--- src/rtl/ring_fetch_pkg.sv ---
package ring_fetch_pkg;
    localparam int ENT_W      = 128;
    localparam int ENT_BYTES  = 16;
    localparam int FLAGS_LSB  = 96;
    localparam int CYC_BIT    = FLAGS_LSB + 0;
    localparam int TOG_BIT    = FLAGS_LSB + 1;
    localparam int TYPE_LSB   = FLAGS_LSB + 10;
    localparam int TYPE_W     = 6;
    localparam logic [TYPE_W-1:0] LINK_CODE = 6'd6;

    typedef enum logic [1:0] {
        ST_IDLE = 2'd0,
        ST_REQ  = 2'd1,
        ST_WAIT = 2'd2
    } fetch_state_t;
endpackage

--- src/rtl/ring_entry_decode.sv ---
module ring_entry_decode
    import ring_fetch_pkg::*;
#(
    parameter int ADDR_W = 64
) (
    input  logic                cyc_bit,
    input  logic                tog_bit,
    input  logic [TYPE_W-1:0]   type_f,
    input  logic [ADDR_W-1:0]   link_field,
    input  logic                cyc_state,
    output logic                owned,
    output logic                is_link,
    output logic                flip_req,
    output logic [ADDR_W-1:0]   link_target
);
    localparam logic [ADDR_W-1:0] ALIGN_MASK = ~ADDR_W'(ENT_BYTES - 1);

    always_comb begin
        owned       = (cyc_bit == cyc_state);
        is_link     = (type_f == LINK_CODE);
        flip_req    = is_link && tog_bit;
        link_target = link_field & ALIGN_MASK;
    end
endmodule

--- src/rtl/ring_deq_ptr.sv ---
module ring_deq_ptr
    import ring_fetch_pkg::*;
#(
    parameter int                ADDR_W    = 64,
    parameter logic [ADDR_W-1:0] RING_BASE = 'h1000
) (
    input  logic              clk,
    input  logic              rst_n,
    input  logic              step,
    input  logic              jump,
    input  logic [ADDR_W-1:0] jump_addr,
    input  logic              flip,
    output logic [ADDR_W-1:0] deq_addr,
    output logic              cyc_state
);
    localparam logic [ADDR_W-1:0] STRIDE = ADDR_W'(ENT_BYTES);

    always_ff @(posedge clk) begin
        if (!rst_n) begin
            deq_addr  <= RING_BASE;
            cyc_state <= 1'b1;
        end else begin
            if (jump) begin
                deq_addr <= jump_addr;
            end else if (step) begin
                deq_addr <= deq_addr + STRIDE;
            end
            if (flip) begin
                cyc_state <= ~cyc_state;
            end
        end
    end
endmodule

--- src/rtl/ring_fetch_fsm.sv ---
module ring_fetch_fsm
    import ring_fetch_pkg::*;
#(
    parameter int ADDR_W = 64
) (
    input  logic              clk,
    input  logic              rst_n,
    input  logic              doorbell,
    input  logic              rsp_valid,
    input  logic [ENT_W-1:0]  rsp_entry,
    input  logic              owned,
    input  logic              is_link,
    input  logic              flip_req,
    input  logic [ADDR_W-1:0] deq_addr,
    output logic              rd_req,
    output logic              step,
    output logic              jump,
    output logic              flip,
    output logic              ent_valid,
    output logic [ADDR_W-1:0] ent_addr,
    output logic [ENT_W-1:0]  ent_data
);
    fetch_state_t state, state_nx;
    logic         db_pend, db_pend_nx;
    logic         resp_here, stop_here;

    always_comb begin
        resp_here = (state == ST_WAIT) && rsp_valid;
        stop_here = resp_here && !owned;
    end

    // next state and doorbell latch
    always_comb begin
        state_nx   = state;
        db_pend_nx = db_pend;
        if (stop_here) begin
            db_pend_nx = 1'b0;
        end else if (doorbell && state != ST_IDLE) begin
            db_pend_nx = 1'b1;
        end
        unique case (state)
            ST_IDLE: if (doorbell) state_nx = ST_REQ;
            ST_REQ:  state_nx = ST_WAIT;
            ST_WAIT: begin
                if (resp_here) begin
                    if (owned || db_pend || doorbell) state_nx = ST_REQ;
                    else                               state_nx = ST_IDLE;
                end
            end
            default: state_nx = ST_IDLE;
        endcase
    end

    // state register
    always_ff @(posedge clk) begin
        if (!rst_n) begin
            state   <= ST_IDLE;
            db_pend <= 1'b0;
        end else begin
            state   <= state_nx;
            db_pend <= db_pend_nx;
        end
    end

    // outputs
    always_comb begin
        rd_req = (state == ST_REQ);
        step   = resp_here && owned && !is_link;
        jump   = resp_here && owned && is_link;
        flip   = jump && flip_req;
    end

    always_ff @(posedge clk) begin
        if (!rst_n) begin
            ent_valid <= 1'b0;
            ent_addr  <= '0;
            ent_data  <= '0;
        end else begin
            ent_valid <= step;
            if (step) begin
                ent_addr <= deq_addr;
                ent_data <= rsp_entry;
            end
        end
    end
endmodule

--- src/rtl/ring_fetch_engine.sv ---
module ring_fetch_engine
    import ring_fetch_pkg::*;
#(
    parameter int                ADDR_W    = 64,
    parameter logic [ADDR_W-1:0] RING_BASE = 'h1000
) (
    input  logic              clk,
    input  logic              rst_n,
    input  logic              doorbell,
    output logic              mem_rd_req,
    output logic [ADDR_W-1:0] mem_rd_addr,
    input  logic              mem_rd_rsp_valid,
    input  logic [ENT_W-1:0]  mem_rd_data,
    output logic              ent_valid,
    output logic [ADDR_W-1:0] ent_addr,
    output logic [ENT_W-1:0]  ent_data
);
    logic              owned, is_link, flip_req;
    logic [ADDR_W-1:0] link_target;
    logic              step, jump, flip;
    logic [ADDR_W-1:0] deq_addr;
    logic              cyc_state;

    ring_entry_decode #(.ADDR_W(ADDR_W)) dec_i (
        .cyc_bit     (mem_rd_data[CYC_BIT]),
        .tog_bit     (mem_rd_data[TOG_BIT]),
        .type_f      (mem_rd_data[TYPE_LSB +: TYPE_W]),
        .link_field  (mem_rd_data[ADDR_W-1:0]),
        .cyc_state   (cyc_state),
        .owned       (owned),
        .is_link     (is_link),
        .flip_req    (flip_req),
        .link_target (link_target)
    );

    ring_deq_ptr #(.ADDR_W(ADDR_W), .RING_BASE(RING_BASE)) ptr_i (
        .clk       (clk),
        .rst_n     (rst_n),
        .step      (step),
        .jump      (jump),
        .jump_addr (link_target),
        .flip      (flip),
        .deq_addr  (deq_addr),
        .cyc_state (cyc_state)
    );

    ring_fetch_fsm #(.ADDR_W(ADDR_W)) fsm_i (
        .clk       (clk),
        .rst_n     (rst_n),
        .doorbell  (doorbell),
        .rsp_valid (mem_rd_rsp_valid),
        .rsp_entry (mem_rd_data),
        .owned     (owned),
        .is_link   (is_link),
        .flip_req  (flip_req),
        .deq_addr  (deq_addr),
        .rd_req    (mem_rd_req),
        .step      (step),
        .jump      (jump),
        .flip      (flip),
        .ent_valid (ent_valid),
        .ent_addr  (ent_addr),
        .ent_data  (ent_data)
    );

    assign mem_rd_addr = deq_addr;
endmodule

--- config.mk ---
export PLATFORM = sky130hd
export DESIGN_NAME = ring_fetch_engine
export DESIGN_NICKNAME = d
export VERILOG_FILES = /design/src/rtl/ring_fetch_pkg.sv /design/src/rtl/ring_entry_decode.sv /design/src/rtl/ring_deq_ptr.sv /design/src/rtl/ring_fetch_fsm.sv /design/src/rtl/ring_fetch_engine.sv
export SDC_FILE = /design/constraint.sdc
export NUM_CORES = 1
export LEC_CHECK = 0
export BUFFER_PORTS_ARGS = -buffer_cell sky130_fd_sc_hd__buf_2
export CAP_MARGIN = 20
export CORE_MARGIN = 2
export CORE_UTILIZATION = 40
export CTS_BUF_LIST = sky130_fd_sc_hd__clkbuf_4
export DETAILED_ROUTE_END_ITERATION = 16
export GPL_ROUTABILITY_DRIVEN = 0
export HOLD_SLACK_MARGIN = 0.1
export PLACE_DENSITY_LB_ADDON = 0.08
export SETUP_SLACK_MARGIN = 0.2
export SKIP_LAST_GASP = 1
export SYNTH_ARGS = -nofsm -noshare
export SYNTH_HDL_FRONTEND = slang
export SYNTH_SLANG_ARGS = --single-unit
--- constraint.sdc ---
create_clock -name clk -period 2.9 [get_ports clk]
set_input_delay 0.58 -clock clk [delete_from_list [all_inputs] [get_ports clk]]
set_output_delay 0.58 -clock clk [all_outputs]
set_load 0.03 [all_outputs]
==> results of run 1 <==
==> layout make-up <==
class                   instances  share of cell area, %
flip-flops and latches        253                   36.3
multi-input cells             995                   35.7
well taps                     335                   3.01
clock buffers                 105                   5.65
clock inverters                14                  0.825
diodes                          4                 0.0718
repair buffers                442                   18.1
inverters                       8                  0.269
==> worst min-delay path, stage by stage <==
cell,delay (ps)
buf_2,90
nand2_1,40
a21oi_1,50
==> flip-flops by register name, indices dropped and copies added, names as in the netlist <==
name	flops
fsm_i.ent_valid	1
fsm_i.state	2
ptr_i.cyc_state	1
fsm_i.ent_addr	60
ptr_i.deq_addr	60
fsm_i.db_pend	1
fsm_i.ent_data	128
==> logic make-up after synthesis <==
| kind of cell | Yosys count | share of synthesized area, % |
|---|---|---|
| xor gates and xnor gates | 5 | 0.416 |
| and+or+nand+nor | 622 | 26.1 |
| buffers and inverters | 124 | 5.12 |
| adders and majority gates | 1 | 0.119 |
| DFF | 253 | 48.1 |
| AOI/OAI and AO/OA | 359 | 20.1 |
| other | 1 | 0.0356 |
==> worst min-delay path by stage <==
stage	endpoint	slack (ps)	depth (start not counted)
after floorplan	fsm_i.state[0]	430	1
after detailed placement	fsm_i.ent_data[87]	440	2
final	fsm_i.ent_data[122]	150	3
after global placement	fsm_i.ent_data[98]	440	2
after CTS	fsm_i.ent_data[67]	100	3
after global routing	fsm_i.ent_data[3]	100	3
==> through the flow <==
stage	setup WS (ps)	hold WS [ps]	total power, µW
3_5_place_dp	138	443	4020
4_1_cts	458	100	7400
5_1_grt	237	102	7650
6_report	432	146	7290
2_1_floorplan	544	432	3820
3_3_place_gp	163	438	4020
==> cells in the final DEF (no fill, tap or decap), drive strengths merged, types with 13 or more instances in the layout <==
cell type / Yosys / layout
nand2: 416 / 416
and3: 16 / 16
nand4: 27 / 27
dlygate4sd3: 0 / 16
buf: 50 / 426
clkbuf: 66 / 105
a31oi: 15 / 15
o21ai: 28 / 28
and2: 13 / 13
a22oi: 28 / 28
nand3: 42 / 42
a21oi: 223 / 223
nor2: 51 / 51
dfxtp: 253 / 253
==> per-layer routing <==
metal  routed length, µm  vias up
met3                3190       62
met5                   0        -
met4                 834        0
met1               16900     5277
li1                    -     5578
met2               16800      478
==> power by group through the flow <==
stage               registers, µW  clock network (µW)  logic [µW]
finish                       3530                3330         435
global route                 3530                3650         470
CTS                          3530                3440         436
detailed placement           3600                   0         419
global placement             3600                   0         420
floorplan                    3660                   0         163
==> impl_metrics.toml, run 1 <==
[global_routing]
grt_max_degree = 106
grt_overflow = 0
grt_pass1_vias = 10647
met3_usage_pct = 7.32
grt_pass1_wl_um = 59000
met1_usage_pct = 36.0
top_usage_layer = "met2"
track_usage_pct = 26.2
grt_use_met2_pct = 39.8
grt_antenna_before_repair = 4

[drt]
drcViolationCount = 0
firstDrtPassIters = 5
drtIter0Drc = 949
wl_um = 37800
num_vias = 11395
wire_per_inst_um = 17.5
post_drt_via_cell_ratio = 5.29
ant_nets = 0

[power_and_ir_drop]
p_comb_share_pct = 6.0
switchingPower_uw = 1820
seq_power_share_pct = 48.4
power.share.clock_pct = 45.7
peakVddDrop_v = 0.000311
power_leakage_uw = 0.00584
internal_power_uw = 5480
swShare_pct = 24.9
power.density_mw_per_mm2 = 523

[logic_synthesis]
synthTopCellsByArea = "dfxtp_1 48%, nand2_1 15%, a21oi_1 11%"
yosys-top-cells-count = "416 x nand2_1, 253 x dfxtp_1, 223 x a21oi_1"
yosysTopAreaCellShare_pct = 48.1
yosysTopAreaCell = "dfxtp_1"
avgSynthCellArea_um2 = 7.71
ys_ff_latch = 253
synth_edf_count = 0
yosys.cell_count.top_type = "nand2_1"
ys.flop_type = "dfxtp_1"
ys_types = 59
netlist_instances = 1365
synth_async_sr_flop_share_pct = 0
netlist_area_mm2 = 0.0105
yosys_warnings = 0
synth-seq-area-share_pct = 48.1

[setup_path]
start_kind = "flop"
cp.arrival_ps = 3050
cp_num_cells = 6
startpoint = "ptr_i.deq_addr[14]"
cp.required_ps = 3480
crit_chain = "and4_1, and4_1, and3_1, nand2_1, or3_1, a31oi_1"
crit_path_top_delay_cell = "dfxtp_1"
r2r-end = "ptr_i.deq_addr[48]"
cp_top_family = "simple AND/OR/NAND/NOR gates"
crit_fanout = 10
end_kind = "flop"
r2r_setup_slack_ps = 430
cp_common_cell = "and4_1"
reg2reg_depth = 6
rr_startpoint = "ptr_i.deq_addr[14]"
crit_path_max_incr_delay_ps = 490
criticalPathCategory = "flop to flop"
setup.worst_path.end = "ptr_i.deq_addr[48]"
critical_path_buf_inv_count = 0

[sta]
finalCritPeriodShare_pct = 85.1
maxClockFrequency_ghz = 0.405
rsz0062_at_grt = "no"
final_hold_viol_count = 0
report.final.slew_viol_count = 0
skew_ps = 34.2
fin_tns_setup_ps = 0
period_minus_slack_ps = 2470
worst_pin_slew_ps = 670
slew_headroom_pct = 55.1
finalSetupViolations = 0

[clock_network]
cts-root-buf = "clkbuf_4"
cts_buffer_depth = 3
path_clk_slew_ps = 70
htree_levels = 3
cts_resized = 0
numClockSinks = 253
holdBufCountCts = 15
postCtsSetupBuffers = 0
numCtsBuffers = 70
clk_latency_ps = 680
cts_tree = "built"

[min_path]
hp-class = "primary input to flop"
min-delay-start = "mem_rd_data[122]"

[cells_and_area]
multi_input_area_mm2 = 0.00498
finish.utilization_pct = 53.7
fin_nets = 1903
design_area_mm2 = 0.0139
drive_gt1_share_pct = 30.7
ff_latch_area_mm2 = 0.00506
fill_cells = 2664
syn2layout_area_growth_pct = 32.4
layout.cells.non_filler = 2156

[floorplanning]
num_io_pins = 390
core_area_mm2 = 0.0260
die_height_um = 166
die_w_um = 166
dieArea_mm2 = 0.0276
rows = 59
initial_utilization_pct = 40.5

[placed_design]
placed_cell_area_mm2 = 0.0129
place_inst = 2017
io_buffers = 381
dp_hpwl_um = 25900

[flow_run]
maxCapViolations = 0

[status]
status = "completed"
Note: power is estimated with default switching activity, not from simulation.
==> run 2, diff against run 1 <==
Settings changed: BUFFER_PORTS_ARGS -buffer_cell sky130_fd_sc_hd__buf_2 to default, CORE_UTILIZATION 40 to 45, DONT_BUFFER_PORTS from default to 1.
==> run 2 against run 1 <==
Critical path depth unchanged. Sequential cell count did not move. Final cell count fell by 13%. Utilization grew 4.5 points. Critical path type unchanged. Critical endpoint is now ptr_i.deq_addr[61]. Largest cell class unchanged.
==> impl_metrics.toml, run 2 (same netlist as run 1, synthesis figures left out) <==
[cells_and_area]
layout.cells.non_filler = 1883
drive_gt1_share_pct = 12.4
fin_nets = 1659
top_regs = "fsm_i.ent_data: 128 flops, fsm_i.ent_addr: 60 flops, ptr_i.deq_addr: 60 flops"
layout_common_cells = "415 x nand2_1, 253 x dfxtp_1, 223 x a21oi_1, 128 x dlygate4sd3_1, 99 x clkbuf_4"
largest_register_ffs = 128
ff_latch_area_mm2 = 0.00506
finish.utilization_pct = 58.1
top_register = "fsm_i.ent_data"
final_common_cell = "nand2_1"
multi_input_area_mm2 = 0.00498
syn2layout_area_growth_pct = 25.7
fill_cells = 2112

[placed_design]
dp_hpwl_um = 24500
place_inst = 1639
pre_cts_ws_ps = 454
io_buffers = 0

[sta]
maxClockFrequency_ghz = 0.402
slew_headroom_pct = 47.0
finalSetupViolations = 0
period_minus_slack_ps = 2490
final_hold_viol_count = 0
worst_pin_slew_ps = 795
setup_slack_ps = 411
skew_ps = 32.4
finalCritPeriodShare_pct = 85.8
fin_tns_setup_ps = 0
report.final.slew_viol_count = 0
rsz0062_at_grt = "no"

[global_routing]
grt_antenna_before_repair = 6
grt_pass1_wl_um = 58200
grt_max_degree = 134
top_usage_layer = "met2"
grt_pass1_vias = 10341
met3_usage_pct = 10.6
track_usage_pct = 30.1
grt_use_met2_pct = 48.0
grt_overflow = 0
met1_usage_pct = 37.6

[clock_network]
numClockSinks = 253
cts_tree = "built"
cts_buffer_depth = 3
clk_latency_ps = 650
cts-root-buf = "clkbuf_4"
path_clk_slew_ps = 60
numCtsBuffers = 69
htree_levels = 3

[status]
status = "completed"

[power_and_ir_drop]
power_leakage_uw = 0.00451
peakVddDrop_v = 0.000312
power.density_mw_per_mm2 = 539
p_total_uw = 7130

[setup_path]
reg2reg_depth = 6
cp.arrival_ps = 3050
setup.worst_path.end = "ptr_i.deq_addr[61]"
criticalPathCategory = "flop to flop"
end_kind = "flop"
rr_startpoint = "ptr_i.deq_addr[26]"
start_kind = "flop"
startpoint = "ptr_i.deq_addr[26]"
crit_fanout = 7
cp.required_ps = 3460
r2r_setup_slack_ps = 410
r2r-end = "ptr_i.deq_addr[61]"

[floorplanning]
rows = 55
die_w_um = 157
core_area_mm2 = 0.0228
die_height_um = 157
num_io_pins = 390
initial_utilization_pct = 46.2
dieArea_mm2 = 0.0246

[drt]
wl_um = 38600
wire_per_inst_um = 20.5
firstDrtPassIters = 9
drcViolationCount = 0
drtIter0Drc = 960
num_vias = 10747
ant_nets = 0
post_drt_via_cell_ratio = 5.71

[flow_run]
maxCapViolations = 0

[min_path]
hp-class = "primary input to flop"
-- run 2: changes by cell type in the layout (fill, tap and decap cells not counted), sizes merged --
cell	change
buf	-355
clkbuf	-6
clkinv	-1
clkinvlp	-1
diode	-1
dlygate4sd3	+112
inv	+1
-- run 2: worst max-delay path: stages (launching register included) --
cell     delay (ps)
dfxtp_1         700
and2_1          280
and3_1          410
and4_1          400
nand3_1         130
or3_1           320
a41oi_1         170
-- run 2: routing by layer --
metal  wire length, µm  vias to the layer above
li1                  -                     5062
met1             15600                     5043
met2             17900                      558
met3              4040                       78
met4               949                        6
met5                44                        -
-- run 2: stage by stage --
stage                     hold WS [ps]  instance area (µm²)
after global placement             453                11100
after global routing               121                13200
after detailed placement           456                11100
final                              149                13200
after floorplan                    432                10600
after CTS                          100                13200
-- run 2: area by class of cell --
type	count	area share [%]
timing repair buffer	199	14.5
clock inverter	13	0.775
antenna	3	0.0567
sequential	253	38.3
tap	313	2.96
clock buffer	99	5.61
multi-input combinational	995	37.6
inverter	8	0.265
-- run 2: how the worst min path moves through the flow --
stage | startpoint | endpoint | slack, ps | cells after the start
after detailed placement | fsm_i.state[0] | fsm_i.state[0] | 460 | 1
final | mem_rd_data[42] | ptr_i.deq_addr[42] | 150 | 2
after CTS | mem_rd_data[63] | ptr_i.deq_addr[63] | 100 | 2
after global placement | fsm_i.state[0] | fsm_i.state[0] | 450 | 1
after global routing | mem_rd_data[58] | ptr_i.deq_addr[58] | 120 | 2
after floorplan | fsm_i.state[0] | fsm_i.state[0] | 430 | 1
-- run 2: where the power goes --
part           total [µW]  switching [µW]  internal [µW]
sequential           3580            77.4           3510
combinational         369             202            167
clock                3180            1450           1730
total                7130            1730           5400
-- run 2: what timing repair did --
action,in CTS,in global routing
hold buffers,129,0
buffers inserted,0,0
gates resized for setup,0,0
hold endpoints to repair,159,0
==> run 3, diff against run 2 <==
Settings changed: ABC_AREA from default to 1.
==> run 3 against run 2 <==
Worst hold slack got worse by 7.8 ps. Highest routed layer is now met4. Sequential power rose by 5%. Register-to-register slack worse by 130 ps. Final area up 6.4%. Fmax down 5.0%. Clock-buffer cell count fell by 6.
==> impl_metrics.toml, run 3 <==
[status]
status = "completed"

[logic_synthesis]
synth_simple_gate_area_share_pct = 31.1
yosys_warnings = 0
synth-seq-area-share_pct = 44.4
avgSynthCellArea_um2 = 6.81
ys_types = 38
synthMuxAreaShare_pct = 0
yosysTopAreaCell = "dfxtp_1"
synth_top_family_by_area = "simple AND/OR/NAND/NOR gates"
ys.flop_type = "dfxtp_1"
yosys-top-cells-count = "459 x nor2_1, 259 x nand2_1, 253 x dfxtp_1"
netlist_area_mm2 = 0.0114
ys_ff_latch = 253
synth_async_sr_flop_share_pct = 0
synth_compound_area_share_pct = 13.6
yosys.cell_count.top_type = "nor2_1"
netlist_instances = 1676
synthTopCellsByArea = "dfxtp_1 44%, nor2_1 15%, o21ai_0 9.6%"
synth_xor_area_share_pct = 0.844
yosysTopAreaCellShare_pct = 44.4
synth_fa_ha_area_share_pct = 0.110
synth_edf_count = 0

[clock_network]
cts_buffer_depth = 3
clk_latency_ps = 680
htree_levels = 3
path_clk_slew_ps = 60
cts_tree = "built"
numClockSinks = 253
numCtsBuffers = 70
cts-root-buf = "clkbuf_4"

[sta]
rsz0062_at_grt = "yes"
slew_headroom_pct = 46.9
maxClockFrequency_ghz = 0.382
finalSetupViolations = 0
fin_tns_setup_ps = 0
period_minus_slack_ps = 2620
final_hold_viol_count = 0
finalCritPeriodShare_pct = 90.4
report.final.slew_viol_count = 0
skew_ps = 43.5
worst_pin_slew_ps = 794

[cells_and_area]
final_common_cell = "nor2_1"
fin_nets = 1984
largest_register_ffs = 128
syn2layout_area_growth_pct = 23.4
top_register = "fsm_i.ent_data"
design_area_mm2 = 0.0141
drive_gt1_share_pct = 9.26
top_regs = "fsm_i.ent_data: 128 flops, fsm_i.ent_addr: 60 flops, ptr_i.deq_addr: 60 flops"
finish.utilization_pct = 56.2
layout_common_cells = "458 x nor2_1, 259 x nand2_1, 252 x dfxtp_1, 218 x o21ai_0, 150 x inv_1"
fill_cells = 2502

[placed_design]
io_buffers = 0
placed_cell_area_mm2 = 0.0118
dp_hpwl_um = 28100

[setup_path]
crit_fanout = 80
cp.required_ps = 3500
start_kind = "flop"
end_kind = "flop"
r2r-end = "ptr_i.deq_addr[26]"
cp.arrival_ps = 3220
rr_startpoint = "fsm_i.state[0]"
criticalPathCategory = "flop to flop"
reg2reg_depth = 11
r2r_setup_slack_ps = 280

[drt]
drcViolationCount = 0
firstDrtPassIters = 5
drtIter0Drc = 934
wl_um = 41900
num_vias = 11712
wl_met1_um = 16800
routed-wl-met3_um = 4320
top_layer = "met4"
post_drt_via_cell_ratio = 5.27
routed-wl-met2_um = 19300
wire_per_inst_um = 18.9
ant_nets = 0

[floorplanning]
num_io_pins = 390
dieArea_mm2 = 0.0267
die_w_um = 163
initial_utilization_pct = 45.6
core_area_mm2 = 0.0250
die_height_um = 163
rows = 58

[flow_run]
maxCapViolations = 0

[global_routing]
track_usage_pct = 30.2
grt_antenna_before_repair = 1
grt_max_degree = 176
grt_overflow = 0
grt_pass1_vias = 11099
grt_pass1_wl_um = 62400

[min_path]
min-delay-start = "rst_n"
hp-class = "primary input to flop"
holdPathStages = 2
min_to = "fsm_i.ent_data[92]"

[power_and_ir_drop]
power_leakage_uw = 0.00560
p_total_uw = 7430
peakVddDrop_v = 0.000315
power.density_mw_per_mm2 = 527
## run 3: final cells by class
| class | instances | area (µm²) | share of cell area, % |
|---|---|---|---|
| diodes | 4 | 10.0 | 0.0711 |
| clock buffers | 93 | 698 | 4.96 |
| clock inverters | 18 | 133 | 0.942 |
| inverters | 152 | 571 | 4.05 |
| multi-input cells | 1181 | 5280 | 37.5 |
| flip-flops and latches | 253 | 5070 | 36.0 |
| well taps | 330 | 413 | 2.93 |
| repair buffers | 193 | 1910 | 13.6 |
## run 3: metal layers
| layer | global-route usage [%] | vias up |
|---|---|---|
| li1 | - | 5719 |
| met1 | 36.2 | 5367 |
| met2 | 49.4 | 519 |
| met3 | 10.2 | 107 |
| met4 | 12.9 | 0 |
| met5 | 0 | - |
## run 3: logic make-up after synthesis
kind of cell    Yosys count
xor+xnor                 11
other cells               1
flops                   253
compound gates          290
fa+ha+maj                 1
simple gates            870
buf+inv                 250
## run 3: timing repair
item	in CTS	in global routing
hold buffers	139	0
buffers inserted	0	2
gates resized for setup	0	2
setup endpoints to repair	0	7
hold endpoints to repair	212	0
## run 3: worst max path at each step
stage / cells after the start / endpoint / start
2_1_floorplan: 12 / ptr_i.deq_addr[56] / ptr_i.deq_addr[5]
3_3_place_gp: 10 / ptr_i.deq_addr[18] / mem_rd_data[106]
3_5_place_dp: 10 / ptr_i.deq_addr[9] / mem_rd_data[106]
4_1_cts: 11 / ptr_i.deq_addr[26] / ptr_i.deq_addr[4]
5_1_grt: 11 / ptr_i.deq_addr[26] / fsm_i.state[0]
6_report: 11 / ptr_i.deq_addr[26] / fsm_i.state[0]
## run 3: worst max-delay path, stage by stage, from the launching register on
cell and delay, ps:
dfxtp_1 310, inv_1 100, nand3_1 150, clkinv_1 90, nand2_1 340, nor2_4 300, buf_12 320, o211ai_1 150
nand4_1 110, nand2_1 50, dlygate4sd3_1 550, inv_1 50
## run 3: report_power, final
group	internal, µW	switching (µW)
logic	216	260
registers	3560	210
clock network	1660	1520
## run 3: per-stage QoR
step,setup WS [ps],hold WS [ps],instances
after global routing,99.7,107,2223
after global placement,533,505,1967
final,279,141,2224
after CTS,220,108,2217
after floorplan,1000,489,1683
after detailed placement,493,514,1967
